### src/rtl/tscan_pkg.sv
// Shared types for the capacitive scan sequencer.
// Assumes 4-bit electrode indices and 12-bit conversion values.
package tscan_pkg;
    localparam int IDX_W = 4;
    localparam int RES_W = 12;

    // One descriptor; packed so {word[31:4], word[0]} maps onto it directly.
    typedef struct packed {
        logic [RES_W-1:0] thresh;
        logic [IDX_W-1:0] rx_last;
        logic [IDX_W-1:0] rx_first;
        logic [IDX_W-1:0] tx_last;
        logic [IDX_W-1:0] tx_first;
        logic             en;
    } desc_t;

    localparam int DESC_W = $bits(desc_t);

    typedef enum logic [1:0] {ST_IDLE, ST_SEEK, ST_START, ST_WAIT} scan_st_t;
endpackage

### src/rtl/tscan_desc_table.sv
// Descriptor storage. A write lands only when wr_allow is high.
// Assumes wr_sel addresses an existing entry.
module tscan_desc_table
    import tscan_pkg::*;
#(
    parameter int N_DESC = 8,
    localparam int SEL_W = $clog2(N_DESC)
) (
    input  logic                    clk,
    input  logic                    rst_n,
    input  logic                    wr_stb,
    input  logic                    wr_allow,
    input  logic [SEL_W-1:0]        wr_sel,
    input  logic [DESC_W-1:0]       wr_word,
    output desc_t [N_DESC-1:0]      tbl
);
    for (genvar g = 0; g < N_DESC; g++) begin : g_ent
        // Hold one descriptor; load it on an allowed write to its slot.
        always_ff @(posedge clk) begin
            if (!rst_n)
                tbl[g] <= '0;
            else if (wr_stb && wr_allow && wr_sel == SEL_W'(g))
                tbl[g] <= desc_t'(wr_word);
        end
    end


    wr_ignored_chk: assert property (@(posedge clk) disable iff (!rst_n)
        (wr_stb && !wr_allow) |=> $stable(tbl));
endmodule

### src/rtl/tscan_pick.sv
// Finds the lowest enabled descriptor whose index is at or above 'from'.
// Purely combinational; 'from' may equal N_DESC, meaning none is left.
module tscan_pick #(
    parameter int N_DESC = 8,
    localparam int SEL_W = $clog2(N_DESC),
    localparam int FROM_W = SEL_W + 1
) (
    input  logic [N_DESC-1:0] en_mask,
    input  logic [FROM_W-1:0] from,
    output logic              found,
    output logic [SEL_W-1:0]  idx
);
    // Scan downward so that the lowest qualifying entry wins last.
    always_comb begin
        found = 1'b0;
        idx   = '0;
        for (int i = N_DESC - 1; i >= 0; i--) begin
            if (en_mask[i] && (FROM_W'(i) >= from)) begin
                found = 1'b1;
                idx   = SEL_W'(i);
            end
        end
    end
endmodule

### src/rtl/tscan_engine.sv
// Scan state machine: walks the enabled descriptors and issues one
// conversion at a time, in the loop order latched at trigger acceptance.
// Assumes meas_done arrives only after a meas_start has been issued.
module tscan_engine
    import tscan_pkg::*;
#(
    parameter int N_DESC = 8,
    localparam int SEL_W = $clog2(N_DESC),
    localparam int PTR_W = SEL_W + 1
) (
    input  logic                    clk,
    input  logic                    rst_n,
    input  logic                    arm,
    input  logic                    order,
    input  logic                    trig,
    input  logic                    abort_req,
    input  desc_t [N_DESC-1:0]      tbl,
    output logic                    abort_ack,
    output logic                    busy,
    output logic                    meas_start,
    output logic [IDX_W-1:0]        meas_tx,
    output logic [IDX_W-1:0]        meas_rx,
    input  logic                    meas_done,
    input  logic [RES_W-1:0]        meas_result,
    output logic                    res_valid,
    output logic [SEL_W-1:0]        res_desc,
    output logic [IDX_W-1:0]        res_tx,
    output logic [IDX_W-1:0]        res_rx,
    output logic [RES_W-1:0]        res_data,
    output logic                    res_over,
    output logic [N_DESC-1:0]       desc_done
);
    scan_st_t           st;
    logic [PTR_W-1:0]   ptr;
    logic [SEL_W-1:0]   cur;
    logic               order_q;
    logic [IDX_W-1:0]   tx, rx, tx_b, tx_e, rx_b, rx_e;
    logic [RES_W-1:0]   thr_q;
    logic [N_DESC-1:0]  en_mask;
    logic               pick_found;
    logic [SEL_W-1:0]   pick_idx;
    logic               last_tx, last_rx;
    desc_t              nxt;

    for (genvar g = 0; g < N_DESC; g++) begin : g_mask
        assign en_mask[g] = tbl[g].en;
    end

    tscan_pick #(.N_DESC(N_DESC)) pick_i (
        .en_mask (en_mask),
        .from    (ptr),
        .found   (pick_found),
        .idx     (pick_idx)
    );

    // Decode end-of-range conditions and the next descriptor's fields.
    always_comb begin
        nxt     = tbl[pick_idx];
        last_tx = (tx == tx_e);
        last_rx = (rx == rx_e);
    end

    assign busy       = (st != ST_IDLE);
    assign meas_start = (st == ST_START) && arm && !abort_req;
    assign meas_tx    = tx;
    assign meas_rx    = rx;
    assign abort_ack  = abort_req && arm &&
                        ((st == ST_START) || (st == ST_WAIT && meas_done));

    // Sequence the pass: pick descriptor, request, wait, advance indices.
    always_ff @(posedge clk) begin
        if (!rst_n) begin
            st <= ST_IDLE;  ptr <= '0;  cur <= '0;  order_q <= 1'b0;
            tx <= '0;  rx <= '0;  tx_b <= '0;  tx_e <= '0;
            rx_b <= '0;  rx_e <= '0;  thr_q <= '0;
            res_valid <= 1'b0;  res_desc <= '0;  res_tx <= '0;  res_rx <= '0;
            res_data <= '0;  res_over <= 1'b0;  desc_done <= '0;
        end else begin
            res_valid <= 1'b0;
            unique case (st)
                ST_IDLE: if (arm && trig) begin
                    st <= ST_SEEK;  ptr <= '0;  desc_done <= '0;  order_q <= order;
                end
                ST_SEEK: begin
                    if (!arm || !pick_found)
                        st <= ST_IDLE;
                    else begin
                        cur   <= pick_idx;
                        ptr   <= PTR_W'(pick_idx) + PTR_W'(1);
                        tx    <= nxt.tx_first;
                        rx    <= nxt.rx_first;
                        tx_b  <= nxt.tx_first;
                        rx_b  <= nxt.rx_first;
                        tx_e  <= (nxt.tx_last < nxt.tx_first) ? nxt.tx_first : nxt.tx_last;
                        rx_e  <= (nxt.rx_last < nxt.rx_first) ? nxt.rx_first : nxt.rx_last;
                        thr_q <= nxt.thresh;
                        st    <= ST_START;
                    end
                end
                ST_START: begin
                    if (!arm)
                        st <= ST_IDLE;
                    else if (abort_req) begin
                        desc_done[cur] <= 1'b1;  st <= ST_SEEK;
                    end else
                        st <= ST_WAIT;
                end
                ST_WAIT: if (meas_done) begin
                    if (!arm)
                        st <= ST_IDLE;
                    else if (abort_req) begin
                        desc_done[cur] <= 1'b1;  st <= ST_SEEK;
                    end else begin
                        res_valid <= 1'b1;  res_desc <= cur;  res_tx <= tx;  res_rx <= rx;
                        res_data  <= meas_result;
                        res_over  <= (meas_result > thr_q);
                        if (last_tx && last_rx) begin
                            desc_done[cur] <= 1'b1;  st <= ST_SEEK;
                        end else begin
                            st <= ST_START;
                            if (order_q) begin
                                if (!last_tx) tx <= tx + 1'b1;
                                else begin tx <= tx_b;  rx <= rx + 1'b1; end
                            end else begin
                                if (!last_rx) rx <= rx + 1'b1;
                                else begin rx <= rx_b;  tx <= tx + 1'b1; end
                            end
                        end
                    end
                end
                default: st <= ST_IDLE;
            endcase
        end
    end


    start_pulse_chk: assert property (@(posedge clk) disable iff (!rst_n)
        meas_start |=> !meas_start);

    idle_quiet_chk: assert property (@(posedge clk) disable iff (!rst_n)
        !busy |-> (!meas_start && !res_valid));

    done_stable_chk: assert property (@(posedge clk) disable iff (!rst_n)
        (!busy && !(arm && trig)) |=> $stable(desc_done));
endmodule

### src/rtl/tscan_top.sv
// Capacitive scan sequencer top: control word, trigger selection,
// descriptor table and scan engine.
// Assumes N_DESC is at most 8, so descriptors fit at addresses 8 to 15.
module tscan_top
    import tscan_pkg::*;
#(
    parameter int N_DESC = 8,
    localparam int SEL_W = $clog2(N_DESC),
    localparam int ADDR_W = 4
) (
    input  logic                clk,
    input  logic                rst_n,
    input  logic                reg_wr,
    input  logic [ADDR_W-1:0]   reg_addr,
    input  logic [31:0]         reg_wdata,
    output logic [11:0]         ctl_rdata,
    input  logic                evt_trig,
    output logic                meas_start,
    output logic [IDX_W-1:0]    meas_tx,
    output logic [IDX_W-1:0]    meas_rx,
    input  logic                meas_done,
    input  logic [RES_W-1:0]    meas_result,
    output logic                res_valid,
    output logic [SEL_W-1:0]    res_desc,
    output logic [IDX_W-1:0]    res_tx,
    output logic [IDX_W-1:0]    res_rx,
    output logic [RES_W-1:0]    res_data,
    output logic                res_over,
    output logic                busy,
    output logic [N_DESC-1:0]   desc_done
);
    logic        en_q, order_q, dwen_q, abort_q, swtrig_q;
    logic [3:0]  tsel_q;
    logic        trig, abort_ack, ctl_wr, desc_wr;
    desc_t [N_DESC-1:0] tbl;

    assign ctl_wr  = reg_wr && (reg_addr == '0);
    assign desc_wr = reg_wr && reg_addr[ADDR_W-1];

    // Control word; abort and software trigger are cleared by hardware.
    always_ff @(posedge clk) begin
        if (!rst_n) begin
            en_q <= 1'b0;  order_q <= 1'b0;  dwen_q <= 1'b0;
            abort_q <= 1'b0;  swtrig_q <= 1'b0;  tsel_q <= '0;
        end else begin
            swtrig_q <= ctl_wr ? reg_wdata[4] : 1'b0;
            if (ctl_wr) begin
                en_q    <= reg_wdata[0];
                order_q <= reg_wdata[1];
                dwen_q  <= reg_wdata[2];
                abort_q <= reg_wdata[3];
                tsel_q  <= reg_wdata[11:8];
            end else if (abort_ack || !busy)
                abort_q <= 1'b0;
        end
    end

    // Route the selected trigger source; reserved codes give none.
    always_comb begin
        unique case (tsel_q)
            4'd0:    trig = swtrig_q;
            4'd1:    trig = evt_trig;
            default: trig = 1'b0;
        endcase
    end

    assign ctl_rdata = {tsel_q, 3'b000, swtrig_q, abort_q, dwen_q, order_q, en_q};

    tscan_desc_table #(.N_DESC(N_DESC)) table_i (
        .clk      (clk),
        .rst_n    (rst_n),
        .wr_stb   (desc_wr),
        .wr_allow (dwen_q),
        .wr_sel   (reg_addr[SEL_W-1:0]),
        .wr_word  ({reg_wdata[31:4], reg_wdata[0]}),
        .tbl      (tbl)
    );

    tscan_engine #(.N_DESC(N_DESC)) engine_i (
        .clk         (clk),
        .rst_n       (rst_n),
        .arm         (en_q),
        .order       (order_q),
        .trig        (trig),
        .abort_req   (abort_q),
        .tbl         (tbl),
        .abort_ack   (abort_ack),
        .busy        (busy),
        .meas_start  (meas_start),
        .meas_tx     (meas_tx),
        .meas_rx     (meas_rx),
        .meas_done   (meas_done),
        .meas_result (meas_result),
        .res_valid   (res_valid),
        .res_desc    (res_desc),
        .res_tx      (res_tx),
        .res_rx      (res_rx),
        .res_data    (res_data),
        .res_over    (res_over),
        .desc_done   (desc_done)
    );


    reserved_sel_chk: assert property (@(posedge clk) disable iff (!rst_n)
        (!busy && tsel_q > 4'd1) |=> !busy);
endmodule

### config.mk
export PLATFORM = sky130hd
export DESIGN_NAME = tscan_top
export DESIGN_NICKNAME = d
export VERILOG_FILES = /design/src/rtl/tscan_pkg.sv /design/src/rtl/tscan_desc_table.sv /design/src/rtl/tscan_pick.sv /design/src/rtl/tscan_engine.sv /design/src/rtl/tscan_top.sv
export SDC_FILE = /design/constraint.sdc
export NUM_CORES = 1
export LEC_CHECK = 0
export CELL_PAD_IN_SITES_DETAIL_PLACEMENT = 0
export CELL_PAD_IN_SITES_GLOBAL_PLACEMENT = 1
export CORE_MARGIN = 2
export CORE_UTILIZATION = 30
export DETAILED_ROUTE_END_ITERATION = 8
export HOLD_SLACK_MARGIN = 0.1
export PLACE_DENSITY = 0.61
export SLEW_MARGIN = 20
export SYNTH_ARGS = -nofsm -noshare
export SYNTH_HDL_FRONTEND = slang
export SYNTH_SLANG_ARGS = --single-unit
export TNS_END_PERCENT = 1
### constraint.sdc
create_clock -name clk -period 8.6 [get_ports clk]
set_input_delay 1.72 -clock clk [delete_from_list [all_inputs] [get_ports clk]]
set_output_delay 1.72 -clock clk [all_outputs]
set_load 0.02 [all_outputs]
[Yosys cells after proc, flatten, opt, wreduce, memory -nomap -nowiden]
Cells that the tools add are included.
Word-level totals
  bits in latches: 0
  bits in read-only memories: 0
  word-level logic and storage cells: 233
  output and inout port bits: 55
  flip-flop bits (word level): 320
  memories: 0
  input bits: 53
  memory bits (writable): 0
Operators by class
  reduce and logical (&&, ||, !) cells: 53
  div/mod/pow operators: 0
  magnitude comparators: 14
  equality and inequality tests: 24
  mux-type cells: 64
  bitwise gates (word level): 3
  multiply operators: 0
  add/sub/neg operators: 3
  shift-type cells: 0
Operators by type and width (count)
  $bmux W29 S3: 1
  $mux W4: 20
  $mux W8: 7
  $mux W29: 1
  $logic_and A1 B1 Y1: 27
  $mux W3: 8
  $pmux W4 S2: 3
  $pmux W8 S3: 1
  $reduce_and A7 Y1: 3
  $ge A3 B4 Y1 const A: 4
  $mux W2: 8
  $ne A2 B2 Y1 const B: 7
  $eq A3 B3 Y1 const B: 4
  $gt A12 B12 Y1: 1
  $mux W1: 12
  $add A4 B1 Y4 const B: 2
  $eq A4 B4 Y1: 2
  $ge A1 B4 Y1 const A: 2
  $ge A2 B4 Y1 const A: 2
  $logic_not A4 Y1: 2
  $lt A3 B4 Y1 const B: 2
  $lt A4 B4 Y1: 2
  $or A8 B8 Y8: 1
  $pmux W2 S4: 1
  22 further kinds: 38

[Logic depth before layout (Yosys ltp)]
  word-level depth: 14
  mapped depth: 18
  mapped depth without buffers: 15

[By module]
From an unflattened synthesis, not the netlist that was laid out.
Second synthesis, totals
  cell total of the unflattened synthesis: 1436
  area total of the unflattened synthesis: 14497.7 um^2
Modules (own cells, without submodules)
  tscan_desc_table: cells each 793, area each 8287.9 um^2, instances 1, seq. area each 4644.5 um^2
  tscan_engine: cells each 554, area each 5521.5 um^2, instances 1, seq. area each 1581.5 um^2
  tscan_top: cells each 51, area each 451.7 um^2, instances 1, seq. area each 180.2 um^2
  tscan_pick: cells each 38, area each 236.5 um^2, instances 1, seq. area each 0.0 um^2

[Worst setup path before layout]
Ideal clock, no wire load.
  kind: register to register
  start: reg engine_i.ptr[1]
  end: reg engine_i.rx_e[2]
  data required time: 8538 ps
  cell stages (with the launch flop): 17
  buffers on the path: 4
  data arrival time: 3478 ps
  path slack: 5060 ps
  library setup time: 62 ps
  period minus slack after synthesis: 3540 ps
  cells stage by stage: dfxtp_1 -> buf_4 -> mux2i_1 -> a2bb2oi_1 -> o32a_1 -> nand2_1 -> buf_2 -> inv_2 -> clkbuf_1 -> clkbuf_1 -> a311oi_1 -> or2_2 -> ha_1 -> a21oi_1 -> nand2_1 -> or4_1 -> nand3_1
Between the ends
  longest elaborated chain between the ends: 14
  elaborated cells between the ends (all ways): 40
  those cells by class: order compare (9); mux (19); bitwise (1); reduce/logical (11)
Ends and longest elaborated chain
  from (decl): line tscan_engine.sv:34  | logic [PTR_W-1:0] ptr;
  from (signal assigned): line tscan_engine.sv:89  | ptr <= PTR_W'(pick_idx) + PTR_W'(1);
  $ge A3 B4 Y1: line tscan_pick.sv:18  | if (en_mask[i] && (FROM_W'(i) >= from)) begin
  $logic_and A1 B1 Y1: line tscan_pick.sv:18
  $mux W3 (7 in series): line tscan_pick.sv:18
  $mux W3 (*): line tscan_pick.sv:18
  named net engine_i.pick_i.idx[0]: line tscan_pick.sv:11  | output logic [SEL_W-1:0] idx
  $bmux W29 S3 (*): line tscan_engine.sv:58  | nxt = tbl[pick_idx];
  $mux W29 (not written as such) (*): line tscan_engine.sv:58
  $lt A4 B4 Y1: line tscan_engine.sv:95  | rx_e <= (nxt.rx_last < nxt.rx_first) ? nxt.rx_first : nxt.rx_last;
  $mux W4 (*): line tscan_engine.sv:95
  to (signal assigned): line tscan_engine.sv:95
  to (decl): line tscan_engine.sv:37  | logic [IDX_W-1:0] tx, rx, tx_b, tx_e, rx_b, rx_e;
Mark *: on every way through the listed nets, which the timed path passes. The rest lies on a longest branch. The select of a mux whose other input is x is not followed.
A chain may end at the register's enable or synchronous reset.

[Worst setup path after layout]
  start: reg engine_i.ptr[2]
  end: reg engine_i.rx_e[2]
Between the ends
  longest elaborated chain between the ends: 14
  elaborated cells between the ends (all ways): 40
  those cells by class: order compare (9); mux (19); bitwise (1); reduce/logical (11)
Ends and longest elaborated chain (line)
  $ge A3 B4 Y1: tscan_pick.sv:18
  $logic_and A1 B1 Y1: tscan_pick.sv:18
  $mux W3 or $mux W1 (tied branches) (8 in series): tscan_pick.sv:18
  $bmux W29 S3 or $logic_not A1 Y1 (tied branches): tscan_engine.sv:58, tscan_engine.sv:85
  $mux W29 (not written as such) or $logic_or A1 B1 Y1 (tied branches): tscan_engine.sv:58, tscan_engine.sv:85
  $lt A4 B4 Y1 or $not A1 Y1 (tied branches)
  $mux W4 or $reduce_and A2 Y1 (tied branches)
Parallel ways exist; a longest one is shown, timed or not. The select of a mux whose other input is x is not followed.

==> results.md <==
- Hold Fails Final Rpt: 0
- Hold Path Class: reg2reg
- Clock skew: ~0.025 ns
- Setup Fix Bufs, Post-CTS: 0
- Chip Width: ~220 um
- Core area: about 48000 um2
- Worst R2R Setup Slack: 4.06 ns
- Clock Latency Late Sink: 0.54 ns
- CP Class: reg2reg
- Synth cell types: 65
- Vias: 12800
- Min Tclk post-route: ~4.5 ns
- 1st-pass router iterations: 5
- CTS tree: built
- Clock slew at reported path FFs: ~0.06 ns
- Slew Viols, Final: 0
- Commonest non-fill, non-tap cell in the layout: nand2_1
- Status: complete, no violations
- Number of global-route vias before repair: roughly 12000
- Routed WL: 48.7 mm
- Pwr Density: between 150 and 200 nW/um2
- Grt ovf: 0
- Critical Path AT: between 5 and 6 ns
- Post-DP HPWL: between 20 and 30 mm
- PortBufs: between 100 and 150
- Antenna Nets Post-Route: 0
- Layout cells sized above 1: between 6 and 7%
- Most frequent cells in the layout: nand2_1 (622), dfxtp_1 (320), a21oi_1 (308), clkdlybuf4s50_1 (104), mux2i_1 (96)
- Post-synth EDFFs: 0
- Leak: roughly 5.6 nW
- Cells after Synth: 1882
- Yosys top cell area share: 44.2%
- CP Launch Type: flip-flop
- Final Cell Area: 17000 um2
- Final setup fails: 0
- Placed Area: 15700 um2
- Register area share after synthesis: about 44%
- Worst setup margin: ~4.1 ns
- Part of the cycle the worst path needs: 52.8%
- Nets: roughly 2000
- Synth async-reset ratio: 0%
- # hold bufs at CTS: 0
- Die area: 50100 um2
- Cts repair resizes: 0
- Max-cap viol count: 0
- CTS H-tree depth: 2
- Syn Area/Cell: about 7.7 um2
- Synth Register Bits: 320
- DR WL/cell: slightly below 20 um
- Clk root buf: clkbuf_16
- Total Power: approximately 3.2 mW
- TritonCTS Buffers: 38
- RSZ-0062 raised after global routing: no
- Synth area leaders: dfxtp_1 (44%), nand2_1 (16%), a21oi_1 (11%), mux2i_1 (6.6%), clkbuf_1 (2.8%)
- Synth Flop Type: dfxtp_1
- Largest area contributor in the netlist: dfxtp_1
- First-pass GRT wire length: roughly 75 mm
- VDD IR max: 0.000104 V
- FMAX: about 0.22 GHz
- Slew headroom: approximately a quarter
- Setup Slack @ Placement: between 4 and 5 ns
- I/O pin count: 108
- Setup crit end kind: flip-flop
- Largest net degree at the start of global routing: 174
- Routability Congestion: 0.793
- Vias/cell: a little over 5
- Sum Neg Setup Slack: 0 ns
- Die Y: between 200 and 250 um
- Initial DRC count: roughly 920
- Final Hold Slack: between 0.4 and 0.5 ns
- All-layer global routing usage: 19.2%
- Initial antenna violation count: 2
- Row cnt: 80
- Clk sinks: 320
- Crit-path max FO: 42
- Least-Margin Pin Slew: around 1.1 ns
- Fillcell total: slightly below 5000
- Syn. warnings: 0
- Initial core utilization: 30.3%
- Netlist Area Pre-Place: ~14000 um2
- Clock buffer depth: 3
- Area Overhead vs Synth: 17.5%
- Critical Path RT: 9.08 ns
- DR DRC count: 0
==> worst max-delay path: stages, from the launching register on <==
cell       delay (ns)
dfxtp_1          0.56
o2bb2ai_1        0.18
a31oi_2          0.08
o31ai_2          0.37
nand2_4          0.08
clkinv_2         0.54
buf_4            0.55
mux2i_1          0.25
mux2i_1          0.08
mux2_2           0.31
ha_1             0.35
a21oi_1          0.30
nand2_1          0.18
or4_1            0.52
nand3_1          0.09
==> sequential cells by signal, summed over array words and instances, names as in the netlist, 2 cells and up <==
signal / cells
tsel_q: 4
engine_i.meas_rx: 4
table_i.tbl: 232
engine_i.cur: 3
engine_i.tx_e: 4
engine_i.tx_b: 4
engine_i.res_tx: 4
engine_i.res_desc: 3
engine_i.st: 2
engine_i.desc_done: 8
engine_i.res_data: 12
engine_i.meas_tx: 4
engine_i.ptr: 4
engine_i.res_rx: 4
engine_i.thr_q: 12
engine_i.rx_e: 4
engine_i.rx_b: 4
==> per-layer routing <==
metal,GRT usage (%),wire length (um)
met1,27.3,23200
met2,30.9,22000
met3,2.65,2580
met4,4.56,880
met5,0,13
==> synthesized netlist by cell type, types with 4 or more instances <==
| cell type | n |
|---|---|
| nand2_1 | 623 |
| dfxtp_1 | 320 |
| a21oi_1 | 308 |
| clkbuf_1 | 107 |
| mux2i_1 | 96 |
| nor2_1 | 57 |
| nand3_1 | 41 |
| buf_4 | 29 |
| o21ai_0 | 26 |
| ha_1 | 25 |
| inv_1 | 24 |
| and3_1 | 15 |
| o221ai_1 | 12 |
| xor2_1 | 12 |
| buf_1 | 11 |
| o211ai_1 | 11 |
| or2_2 | 11 |
| buf_2 | 10 |
| nand2b_1 | 10 |
| a211oi_1 | 9 |
| a21o_1 | 9 |
| mux2_2 | 9 |
| a311oi_1 | 8 |
| clkbuf_2 | 8 |
| o22ai_1 | 8 |
| nor2b_1 | 7 |
| a22oi_1 | 6 |
| a221oi_1 | 5 |
| a32oi_1 | 5 |
| nand4_1 | 4 |
| o211a_1 | 4 |
==> metrics by stage <==
stage | utilization (%) | instances
6_report | 35.7 | 2526
5_1_grt | 35.7 | 2525
4_1_cts | 35.7 | 2525
3_5_place_dp | 32.9 | 2457
3_3_place_gp | 32.9 | 2457
2_1_floorplan | - | 1884
==> cell families (layout without fill, tap and decap cells) <==
kind of cell / after synthesis / after routing / share of synthesized area, %
AO/OA/AOI/OAI: 438 / 438 / 17.4
XOR/XNOR: 13 / 13 / 0.786
adder cells (fa/ha/maj): 25 / 25 / 2.16
buffers and inverters: 194 / 220 / 6.11
flip-flops: 320 / 320 / 44.2
multiplexers: 105 / 105 / 7.33
other: 1 / 4 / 0.0259
AND/OR/NAND/NOR: 786 / 786 / 22.0
==> power breakdown <==
part / leakage [nW] / internal (mW) / switching, mW
Combinational: 2.38 / 0.0354 / 0.0684
Clock: 0.655 / 1.01 / 0.651
Sequential: 2.58 / 1.48 / 0.00151
Total: 5.61 / 2.53 / 0.721
==> worst paths after layout <==
path | startpoint | endpoint | cells past startpoint
max | engine_i.ptr[2] | engine_i.rx_e[2] | 14
min | table_i.tbl[111] | table_i.tbl[111] | 2
max reg2reg | engine_i.ptr[2] | engine_i.rx_e[2] | 14
min reg2reg | table_i.tbl[111] | table_i.tbl[111] | 2
==> area by class of cell <==
cell class	count	area, um2	area share (%)
Inverter	27	110	0.647
Clock inverter	10	81.3	0.478
Timing Repair Buffer	125	1200	7.04
Sequential cell	320	6410	37.6
Multi-Input combinational cell	1370	7240	42.5
Antenna cell	1	2.50	0.0147
Tap cell	615	769	4.52
Clock buffer	58	1220	7.17
(Power assumes the default switching activity.)
